===== config.mk =====
export PLATFORM = sky130hd
export DESIGN_NAME = mpwm_gen
export DESIGN_NICKNAME = d
export VERILOG_FILES = /design/src/rtl/mpwm_pkg.sv /design/src/rtl/mpwm_cfg.sv /design/src/rtl/mpwm_bal.sv /design/src/rtl/mpwm_ch.sv /design/src/rtl/mpwm_gen.sv
export SDC_FILE = /design/constraint.sdc
export NUM_CORES = 1
export LEC_CHECK = 0
export CORE_ASPECT_RATIO = 1.25
export CORE_MARGIN = 8
export CORE_UTILIZATION = 30
export CTS_BUF_LIST = sky130_fd_sc_hd__clkbuf_4
export DETAILED_ROUTE_END_ITERATION = 16
export MAX_ROUTING_LAYER = met4
export PLACE_DENSITY = 0.57
export SLEW_MARGIN = 20
export SYNTH_ARGS = -nofsm -noshare
export SYNTH_HDL_FRONTEND = slang
export SYNTH_SLANG_ARGS = --single-unit

===== constraint.sdc =====
create_clock -name clk_i -period 55.4 [get_ports clk_i]
set_input_delay 5.54 -clock clk_i [delete_from_list [all_inputs] [get_ports clk_i]]
set_output_delay 5.54 -clock clk_i [all_outputs]
set_load 0.005 [all_outputs]

===== src/rtl/mpwm_pkg.sv =====
`timescale 1ns/1ps
package mpwm_pkg;
  localparam int NUM_PH = 4;
  typedef logic [2:0] nph_t;

  function automatic int imax(int a, int b);
    return (a > b) ? a : b;
  endfunction
endpackage


===== src/rtl/mpwm_cfg.sv =====
`timescale 1ns/1ps
module mpwm_cfg
  import mpwm_pkg::*;
#(
  parameter int CNT_W = 10
) (
  input  logic              clk_i,
  input  logic              rst_ni,
  input  logic              por_i,
  input  logic [1:0]        opt_hi_i,
  input  logic [CNT_W-1:0]  period_i,
  output logic              run_o,
  output logic [NUM_PH-1:0] used_o,
  output nph_t              nph_o,
  output logic [CNT_W-1:0]  per_o,
  output logic [CNT_W-1:0]  off_o
);
  logic              cfg_q, run_q;
  logic [NUM_PH-1:0] used_q, det_used;
  nph_t              nph_q, det_n;
  logic [CNT_W-1:0]  per_q, off_q, det_off;

  // a high pin marks an absent stage; stage 4 needs stage 3
  assign det_used = {~opt_hi_i[0] & ~opt_hi_i[1], ~opt_hi_i[0], 2'b11};
  assign det_n    = 3'd2 + {2'b00, det_used[2]} + {2'b00, det_used[3]};

  always_comb begin
    unique case (det_n)
      3'd4:    det_off = period_i >> 2;
      3'd3:    det_off = period_i / CNT_W'(3);
      default: det_off = period_i >> 1;
    endcase
  end

  always_ff @(posedge clk_i or negedge rst_ni) begin
    if (!rst_ni) begin
      cfg_q  <= 1'b0;
      run_q  <= 1'b0;
      used_q <= '0;
      nph_q  <= 3'd2;
      per_q  <= '0;
      off_q  <= '0;
    end else if (por_i) begin
      cfg_q  <= 1'b1;
      run_q  <= 1'b0;
      used_q <= det_used;
      nph_q  <= det_n;
      per_q  <= period_i;
      off_q  <= det_off;
    end else if (cfg_q) begin
      run_q  <= 1'b1;
    end
  end

  assign run_o  = run_q;
  assign used_o = used_q;
  assign nph_o  = nph_q;
  assign per_o  = per_q;
  assign off_o  = off_q;
endmodule


===== src/rtl/mpwm_bal.sv =====
`timescale 1ns/1ps
module mpwm_bal
  import mpwm_pkg::*;
#(
  parameter int CUR_W  = 10,
  parameter int CORR_W = CUR_W + 3
) (
  input  logic [NUM_PH*CUR_W-1:0]  cur_i,
  input  logic [NUM_PH-1:0]        used_i,
  input  nph_t                     nph_i,
  output logic [NUM_PH*CORR_W-1:0] corr_o
);
  localparam int SUM_W = CUR_W + 2;

  logic [SUM_W-1:0] sum, avg;

  always_comb begin
    sum = '0;
    for (int k = 0; k < NUM_PH; k++) begin
      if (used_i[k]) sum = sum + SUM_W'(cur_i[k*CUR_W +: CUR_W]);
    end
  end

  always_comb begin
    unique case (nph_i)
      3'd4:    avg = sum >> 2;
      3'd3:    avg = sum / SUM_W'(3);
      default: avg = sum >> 1;
    endcase
  end

  for (genvar k = 0; k < NUM_PH; k++) begin : g_corr
    logic signed [CORR_W-1:0] cur_s, avg_s;
    assign cur_s = $signed({{(CORR_W-CUR_W){1'b0}}, cur_i[k*CUR_W +: CUR_W]});
    assign avg_s = $signed({{(CORR_W-SUM_W){1'b0}}, avg});
    assign corr_o[k*CORR_W +: CORR_W] = cur_s - avg_s;
  end
endmodule


===== src/rtl/mpwm_ch.sv =====
`timescale 1ns/1ps
module mpwm_ch
  import mpwm_pkg::*;
#(
  parameter int CNT_W  = 10,
  parameter int CORR_W = 13,
  parameter int SS_W   = 11,
  parameter int VALLEY = 64,
  parameter int IDX    = 0
) (
  input  logic                     clk_i,
  input  logic                     rst_ni,
  input  logic                     run_i,
  input  logic                     used_i,
  input  logic [CNT_W-1:0]         per_i,
  input  logic [CNT_W-1:0]         off_i,
  input  logic [CNT_W-1:0]         max_on_i,
  input  logic [CNT_W-1:0]         duty_i,
  input  logic signed [CORR_W-1:0] corr_i,
  input  logic [SS_W-1:0]          ss_i,
  output logic                     pwm_o,
  output logic                     en_o,
  output logic                     smp_o
);
  localparam int RAW_W = imax(CNT_W, CORR_W) + 1;
  localparam int LW    = imax(CNT_W, SS_W) + 1;

  logic [CNT_W-1:0]        ctr_q, lag, init_val, last;
  logic signed [RAW_W-1:0] raw, per_s;
  logic [CNT_W-1:0]        lvl_sat, lvl_cap;
  logic [SS_W-1:0]         room;
  logic [LW-1:0]           lvl;
  logic                    ss_ok, active;

  assign lag      = off_i * CNT_W'(IDX);
  assign init_val = (lag == '0) ? '0 : per_i - lag;
  assign last     = per_i - CNT_W'(1);
  assign active   = run_i & used_i;

  always_ff @(posedge clk_i or negedge rst_ni) begin
    if (!rst_ni)             ctr_q <= '0;
    else if (!run_i)         ctr_q <= init_val;
    else if (ctr_q == last)  ctr_q <= '0;
    else                     ctr_q <= ctr_q + CNT_W'(1);
  end

  // duty minus balance term, saturated to [0, period]
  assign raw   = $signed({{(RAW_W-CNT_W){1'b0}}, duty_i})
               - $signed({{(RAW_W-CORR_W){corr_i[CORR_W-1]}}, corr_i});
  assign per_s = $signed({{(RAW_W-CNT_W){1'b0}}, per_i});

  always_comb begin
    if (raw < 0)          lvl_sat = '0;
    else if (raw > per_s) lvl_sat = per_i;
    else                  lvl_sat = raw[CNT_W-1:0];
  end

  assign lvl_cap = (lvl_sat > max_on_i) ? max_on_i : lvl_sat;
  assign ss_ok   = ss_i >= SS_W'(VALLEY);
  assign room    = ss_ok ? ss_i - SS_W'(VALLEY) : '0;

  always_comb begin
    if (LW'(room) < LW'(lvl_cap)) lvl = LW'(room);
    else                          lvl = LW'(lvl_cap);
  end

  assign pwm_o = active & ss_ok & (LW'(ctr_q) < lvl);
  assign en_o  = active;
  assign smp_o = active & (ctr_q == last);
endmodule


===== src/rtl/mpwm_gen.sv =====
`timescale 1ns/1ps
module mpwm_gen
  import mpwm_pkg::*;
#(
  parameter int CNT_W  = 10,
  parameter int CUR_W  = 10,
  parameter int SS_W   = 11,
  parameter int VALLEY = 64
) (
  input  logic                    clk_i,
  input  logic                    rst_ni,
  input  logic                    por_i,
  input  logic [1:0]              opt_hi_i,
  input  logic [CNT_W-1:0]        period_i,
  input  logic [CNT_W-1:0]        duty_i,
  input  logic [NUM_PH*CUR_W-1:0] cur_i,
  input  logic [SS_W-1:0]         ss_i,
  output logic [NUM_PH-1:0]       pwm_o,
  output logic [NUM_PH-1:0]       pwm_en_o,
  output logic [NUM_PH-1:0]       smp_o
);
  localparam int CORR_W = CUR_W + 3;

  logic                     run;
  logic [NUM_PH-1:0]        used;
  nph_t                     nph;
  logic [CNT_W-1:0]         per, off, max_on;
  logic [NUM_PH*CORR_W-1:0] corr;

  mpwm_cfg #(.CNT_W(CNT_W)) u_cfg (
    .clk_i    (clk_i),
    .rst_ni   (rst_ni),
    .por_i    (por_i),
    .opt_hi_i (opt_hi_i),
    .period_i (period_i),
    .run_o    (run),
    .used_o   (used),
    .nph_o    (nph),
    .per_o    (per),
    .off_o    (off)
  );

  mpwm_bal #(.CUR_W(CUR_W), .CORR_W(CORR_W)) u_bal (
    .cur_i  (cur_i),
    .used_i (used),
    .nph_i  (nph),
    .corr_o (corr)
  );

  // ~66 % cap keeps an off interval in every period
  assign max_on = (per >> 1) + (per >> 3) + (per >> 5);

  for (genvar k = 0; k < NUM_PH; k++) begin : g_ph
    mpwm_ch #(
      .CNT_W  (CNT_W),
      .CORR_W (CORR_W),
      .SS_W   (SS_W),
      .VALLEY (VALLEY),
      .IDX    (k)
    ) u_ch (
      .clk_i    (clk_i),
      .rst_ni   (rst_ni),
      .run_i    (run),
      .used_i   (used[k]),
      .per_i    (per),
      .off_i    (off),
      .max_on_i (max_on),
      .duty_i   (duty_i),
      .corr_i   ($signed(corr[k*CORR_W +: CORR_W])),
      .ss_i     (ss_i),
      .pwm_o    (pwm_o[k]),
      .en_o     (pwm_en_o[k]),
      .smp_o    (smp_o[k])
    );
  end
endmodule


Word level (Yosys, flattened, before mapping)

Cells that the tools add are included.

Bits in registers: 69
Input port bits: 76
Output and inout bits: 12
Word-level logic and storage cells: 125

$add $sub $neg: 24
Multiply operators: 1
Div/mod/pow operators: 2
$lt $le $gt $ge: 21
Equal/unequal tests: 8
Multiplexer cells: 36
Bitwise operators: 19
Reductions and logical operators: 4

Operator list:

| cell                                                 | count |
|---|---|
| two-way mux 10 bit                                   | 24 |
| greater-than comparator 14 x 11 -> 1 bit             | 4 |
| < comparator 14 x 1 -> 1 bit, second input constant  | 4 |
| subtractor 11 x 13 -> 14 bit                         | 4 |
| two-way mux 11 bit                                   | 5 |
| subtractor 10 x 12 -> 13 bit                         | 4 |
| < comparator 10 x 11 -> 1 bit                        | 4 |
| < comparator 11 x 10 -> 1 bit                        | 4 |
| adder 10 x 1 -> 10 bit, second input constant        | 4 |
| equality test 10 bit                                 | 4 |
| greater-than comparator 10 bit                       | 4 |
| two-way mux 12 bit                                   | 3 |
| zero test 10 bit                                     | 3 |
| subtractor 10 bit                                    | 3 |
| adder 12 x 10 -> 12 bit                              | 2 |
| one-hot mux 12 bit (2 select lines)                  | 1 |
| one-hot mux 10 bit (2 select lines)                  | 1 |
| AND 1 bit                                            | 17 |
| divider 12 x 2 -> 12 bit, second input constant      | 1 |
| adder 10 x 10 -> 11 bit                              | 1 |
| >= comparator 11 x 7 -> 1 bit, second input constant | 1 |
| subtractor 11 x 7 -> 11 bit, second input constant   | 1 |
| adder 10 x 5 -> 10 bit                               | 1 |
| adder 9 x 7 -> 10 bit                                | 1 |
| 10 further kinds                                     | 14 |

Depth between registers and ports, before layout

Word-level depth: 20
Depth in mapped cells: 99
Gate-level depth less buffers: 91

By module

From an unflattened synthesis, not the netlist that was laid out.

Cell total of the unflattened synthesis: 2726
Area, all modules: 20871.3 µm²

By module, submodules not included:

| module                  | instances | cells an instance | area each (µm²) | seq. area each (µm²) |
|---|---|---|---|---|
| mpwm_bal                | 1         | 723               | 5446.5          | 0.0 |
| mpwm_ch at g_ph[3].u_ch | 1         | 475               | 3535.9          | 250.2 |
| mpwm_ch at g_ph[1].u_ch | 1         | 430               | 3294.4          | 250.2 |
| mpwm_ch at g_ph[2].u_ch | 1         | 417               | 3236.9          | 250.2 |
| mpwm_ch at g_ph[0].u_ch | 1         | 382               | 2917.8          | 250.2 |
| mpwm_cfg                | 1         | 243               | 1981.9          | 626.9 |
| mpwm_gen                | 1         | 56                | 457.9           | 0.0 |

Worst setup path before layout

OpenSTA, ideal clock, no wires.

Kind: in2out
Start: in cur_i[0]
End: out pwm_o[3]
Arrival time: 21875 ps
Required time: 49860 ps
Setup slack: 27985 ps
Stages: 92
Path buffers: 7
Cell sequence: inv_1 nor2_1 ha_1 inv_1 fa_1 nor2b_1 a21oi_1 o211ai_1 a221oi_1 o31a_1 ha_1 or3_1 o211a_1 or3_1 nand3_1 nand3_1 ha_1 a21oi_1 [... 56 more ...] a21oi_1 nor2b_1 o21ai_0 nand2b_1 a211oi_1 o31a_1 clkbuf_1 nor2_2 mux2_1 ha_1 and4_1 a21oi_1 nand2_1 a311o_1 nor4_1 nand2_1 o22ai_1 buf_4

Longest elaborated chain between the ends: 20
Elaborated cells between the ends (all ways): 21
Those cells by class: 5 x add/sub; 1 x div; 5 x order compare; 9 x mux; 1 x bitwise

RTL lines:

| what                              | line           | text |
|---|---|---|
| start, declared                   | mpwm_gen.sv:16 | `input logic [NUM_PH*CUR_W-1:0] cur_i,` |
| two-way mux 10 bit (*)            | mpwm_bal.sv:20 | `if (used_i[k]) sum = sum + SUM_W'(cur_i[k*CUR_W +: CUR_W]);` |
| adder 10 x 10 -> 11 bit           | mpwm_bal.sv:20 |  |
| two-way mux 12 bit (*)            | mpwm_bal.sv:20 |  |
| adder 12 x 10 -> 12 bit           | mpwm_bal.sv:20 |  |
| two-way mux 12 bit (*)            | mpwm_bal.sv:20 |  |
| adder 12 x 10 -> 12 bit           | mpwm_bal.sv:20 |  |
| two-way mux 12 bit (*)            | mpwm_bal.sv:20 |  |
| divider 12 x 2 -> 12 bit          | mpwm_bal.sv:27 | `3'd3: avg = sum / SUM_W'(3);` |
| [... 4 more ...]                  | n/a            |  |
| two-way mux 10 bit                | mpwm_ch.sv:54  | `else if (raw > per_s) lvl_sat = per_i;` |
| two-way mux 10 bit (*)            | mpwm_ch.sv:53  | `if (raw < 0) lvl_sat = '0;` |
| greater-than comparator 10 bit    | mpwm_ch.sv:58  | `assign lvl_cap = (lvl_sat > max_on_i) ? max_on_i : lvl_sat;` |
| two-way mux 10 bit (*)            | mpwm_ch.sv:58  |  |
| < comparator 11 x 10 -> 1 bit     | mpwm_ch.sv:63  | `if (LW'(room) < LW'(lvl_cap)) lvl = LW'(room);` |
| two-way mux 11 bit (*)            | mpwm_ch.sv:63  |  |
| < comparator 10 x 11 -> 1 bit (*) | mpwm_ch.sv:67  | `assign pwm_o = active & ss_ok & (LW'(ctr_q) < lvl);` |
| AND 1 bit (*)                     | mpwm_ch.sv:67  |  |
| end, declared                     | mpwm_gen.sv:18 | `output logic [NUM_PH-1:0] pwm_o,` |

Mark *: on every way between the ends. The rest lies on a longest branch, timed or not.

Worst setup path after layout

Start: in cur_i[0]
End: out pwm_o[1]

Same word-level chain as after synthesis.

==> impl_summary.log <==
[metrics] final std cell area, no fill: 19580 um2
[metrics] Port Buffer Count: 87
[metrics] CTS Hold Buffers Added: 0
[metrics] routability cong.: about 0.95
[metrics] Die X-Extent: between 200 and 250 um
[metrics] Post-Route WL: 62.19 mm
[metrics] max_cap viols: 0
[metrics] aggregate global-route resource usage: 18.52%
[metrics] area after detailed placement: 19370 um2
[metrics] hold path startpoint: u_cfg.nph_o[1]$_DFFE_PN1P_
[metrics] number of DRC violations after detailed-routing iteration 0: 1151
[metrics] Critical path buffers and inverters: 6
[metrics] pin count of the biggest net entering global routing: 66
[metrics] data required time at the worst endpoint: 49.86 ns
[metrics] H-tree depth: 3
[metrics] CTS max path bufs: 2
[metrics] Critical R2R Capture: g_ph[2].u_ch.ctr_q[0]$_DFF_PN0_
[metrics] global-route wire length before repair: 96.32 mm
[metrics] clk_lat worst skew: around 0.45 ns
[metrics] DP HPWL: 52.18 mm
[metrics] layout net count: 2801
[metrics] total negative setup slack: 0 ns
[metrics] sum of overflow across all layers after global routing: 0
[metrics] number of setup buffers added after CTS: 0
[metrics] synthesized cell area: 17800 um2
[metrics] Synth Warn #: 0
[metrics] via/cell ratio: 5.565
[metrics] final clock period utilization by the worst path: 56.59%
[metrics] number of synthesized register bits: 65
[metrics] Yosys cell types: 99
[metrics] die span in y: a little under 300 um
[metrics] FP Rows: 100
[metrics] starting utilization of the core area: 30.07%
[metrics] slowest stage cell, crit path: a211oi_1
[metrics] normalized max-slew margin: 27.92%
[metrics] synthesis-to-layout area growth: 9.996%
[metrics] most frequent cell on the critical path: ha_1
[metrics] count of cells resized by post-cts repair: 0
[metrics] Post-Layout Cell Count: 3168
[metrics] TritonCTS Sinks: 65
[metrics] max-slew violations: 0
[metrics] fraction of final layout cells with drive strength greater than 1: a little under 4%
[metrics] Post-synth EDFFs: 0
[metrics] I/O pin cnt: between 80 and 90
[metrics] top-area cell type share of the netlist area: 21.86%
[metrics] Die Area: between 60000 and 70000 um2
[metrics] least setup slack across all paths after layout: 24.05 ns
[metrics] detailed-route via count: about 18000
[metrics] total setup violations reported at the end of the flow: 0
[metrics] most instantiated flip-flop cell in the synthesis netlist: dfrtp_1
[metrics] RSZ-0062 raised after global routing: false
[metrics] clock skew after layout: 0.01730 ns
[metrics] placed cell count: around 3100
[metrics] most area-hungry cell type in the Yosys netlist: ha_1
[metrics] core area: around 59000 um2
[metrics] async set or reset register ratio after synthesis: between 90% and 100%
[metrics] worst-margin pin slew: 1.074 ns
[metrics] drt first pass iters: 5
[metrics] Setup Crit Path Kind: input port to primary output
[metrics] crit-path leading delay family: compound AO/OA/AOI/OAI gates
[metrics] clock-pin slew on the worst setup and hold paths: 0.12 ns
[metrics] sequential cell area fraction in the yosys report: 9.146%
[metrics] Worst EP arrival: 25.81 ns
[metrics] antenna violations before repair: 5
[metrics] RR Startpoint: u_cfg.per_o[1]$_DFFE_PN0P_
[metrics] DRC violations left: 0
[metrics] clock root buffer: clkbuf_4
[metrics] Antenna Violating Nets Remaining: 0
[metrics] Final min period: 31.35 ns
[metrics] FMAX: 0.03190 GHz
[metrics] Hold Fails Final Rpt: 0
[metrics] Worst Hold Endpoint: u_cfg.nph_o[1]$_DFFE_PN1P_
[metrics] type of destination of the critical path: primary output
[metrics] top fanout value on the critical path: 14
[metrics] synthesized instance count: 2363
[metrics] worst hold path cell count: 1
[metrics] synthesized netlist net count: 2771
[metrics] type of the tightest min-delay check: flip-flop to flip-flop
[metrics] clock tree from TritonCTS: built
[metrics] top area cells in the synthesized netlist: ha_1 (22%), dfrtp_1 (9.0%), xnor2_1 (6.8%), a21oi_1 (5.5%), nor2_1 (4.9%)
[metrics] maximum single-stage delay on the critical path: 0.76 ns
[metrics] number of CTS-inserted buffers: 9
[metrics] average instance area after synthesis: approximately 7.5 um2
[metrics] result of the run: completed
[metrics] worst r2r path cells: 10
[metrics] vias in the first global route: 17641
[metrics] Wirelength per Cell: 19.63 um
[metrics] internal reg-to-reg setup slack: around 50 ns
[metrics] DP Worst Slack: about 24 ns
[metrics] element type at the critical path start: input port
[worst reg2reg max path, delay by kind of cell (launching register included)]
kind            cells  cell delay (ns)
fa+ha+maj           1             0.39
simple gates        5             1.38
flops               1             0.64
compound gates      1             0.16
buf+inv             1             0.63
xor+xnor            2             0.74
[how the worst max path moves through the flow]
stage	from	to	slack [ns]	cells after the start
floorplan	cur_i[0]	pwm_o[3]	27.99	92
global placement	cur_i[11]	pwm_o[1]	24.45	79
detailed placement	cur_i[11]	pwm_o[1]	24.22	79
CTS	cur_i[11]	pwm_o[1]	24.19	79
global route	cur_i[0]	pwm_o[3]	22.42	88
finish	cur_i[0]	pwm_o[1]	24.05	82
[logic make-up after synthesis]
| group | Yosys count | synth area share, % |
|---|---|---|
| muxes | 82 | 4.963 |
| buffers and inverters | 252 | 5.624 |
| and+or+nand+nor | 716 | 19.30 |
| AOI/OAI and AO/OA | 708 | 26.48 |
| DFF | 65 | 9.146 |
| adders and majority gates | 336 | 24.45 |
| xor gates and xnor gates | 204 | 10.04 |
[synthesized netlist by cell type (24+ instances only)]
cell type and count:
nand2_1 153, mux2i_1 50, nand3_1 75, o21ai_0 106, inv_1 163, ha_1 311, o21ai_1 24, clkbuf_1 56
nor2b_1 37, nand2b_1 34, a21o_1 97, o21bai_1 27, dfrtp_1 64, nand4_1 32, o22ai_1 38, nor3_1 45
xor2_1 65, o21a_1 25, a21oi_1 194, a211oi_1 28, xnor2_1 139, nor2_1 230
[routing by layer]
layer  vias to the layer above  global-route usage (%)  share of wire, %
li1                       8684                       -                 -
met5                         -                       -                 0
met3                       121                   1.631               3.7
met2                       477                   33.80                51
met4                         0                   6.536               3.6
met1                      8349                   20.86                42
[area by class of cell]
type | count | area [um2]
multi-input cells | 2046 | 15180
repair buffers | 103 | 985.9
clock buffers | 9 | 67.56
inverters | 168 | 630.6
diodes | 5 | 12.51
clock inverters | 7 | 118.9
fillers | 6329 | 39600
flip-flops and latches | 65 | 1628
well taps | 765 | 957.2
[cells in the final DEF (no fill, tap or decap), types with 7 or more instances in the layout]
| master | count |
|---|---|
| a211oi_1 | 28 |
| a21boi_0 | 7 |
| a21o_1 | 97 |
| a21oi_1 | 194 |
| a221oi_1 | 9 |
| a31oi_1 | 15 |
| and2_1 | 21 |
| and3_1 | 18 |
| buf_4 | 16 |
| clkbuf_4 | 9 |
| clkdlybuf4s50_1 | 86 |
| dfrtp_1 | 64 |
| fa_1 | 21 |
| ha_1 | 311 |
| inv_1 | 163 |
| mux2_1 | 8 |
| mux2_2 | 18 |
| mux2i_1 | 50 |
| nand2_1 | 153 |
| nand2b_1 | 34 |
| nand3_1 | 75 |
| nand3b_1 | 7 |
| nand4_1 | 32 |
| nor2_1 | 230 |
| nor2b_1 | 37 |
| nor3_1 | 45 |
| nor4_1 | 23 |
| o2111ai_1 | 9 |
| o211ai_1 | 23 |
| o21a_1 | 25 |
| o21ai_0 | 106 |
| o21ai_1 | 24 |
| o21bai_1 | 27 |
| o22ai_1 | 38 |
| o31a_1 | 13 |
| o31ai_1 | 10 |
| or2_2 | 11 |
| xnor2_1 | 139 |
| xor2_1 | 64 |
[through the flow]
step / hold WS (ns) / utilization (%)
finish: 0.5906 / 33.08
global route: 0.6042 / 33.08
CTS: 0.5875 / 33.05
detailed placement: 0.5698 / 32.73
global placement: 0.5664 / 32.73
floorplan: 0.5012 / -
[flip-flops by register name, indices dropped and copies added (netlist names)]
name	cells
u_cfg.run_o	1
g_ph.u_ch.ctr_q	40
u_cfg.off_o	9
u_cfg.per_o	10
u_cfg.nph_o	3
u_cfg.used_o	2
Power is left out: the tool's default activity adds up to more than one toggle a clock period on the data nets, which glitch-free logic cannot reach.
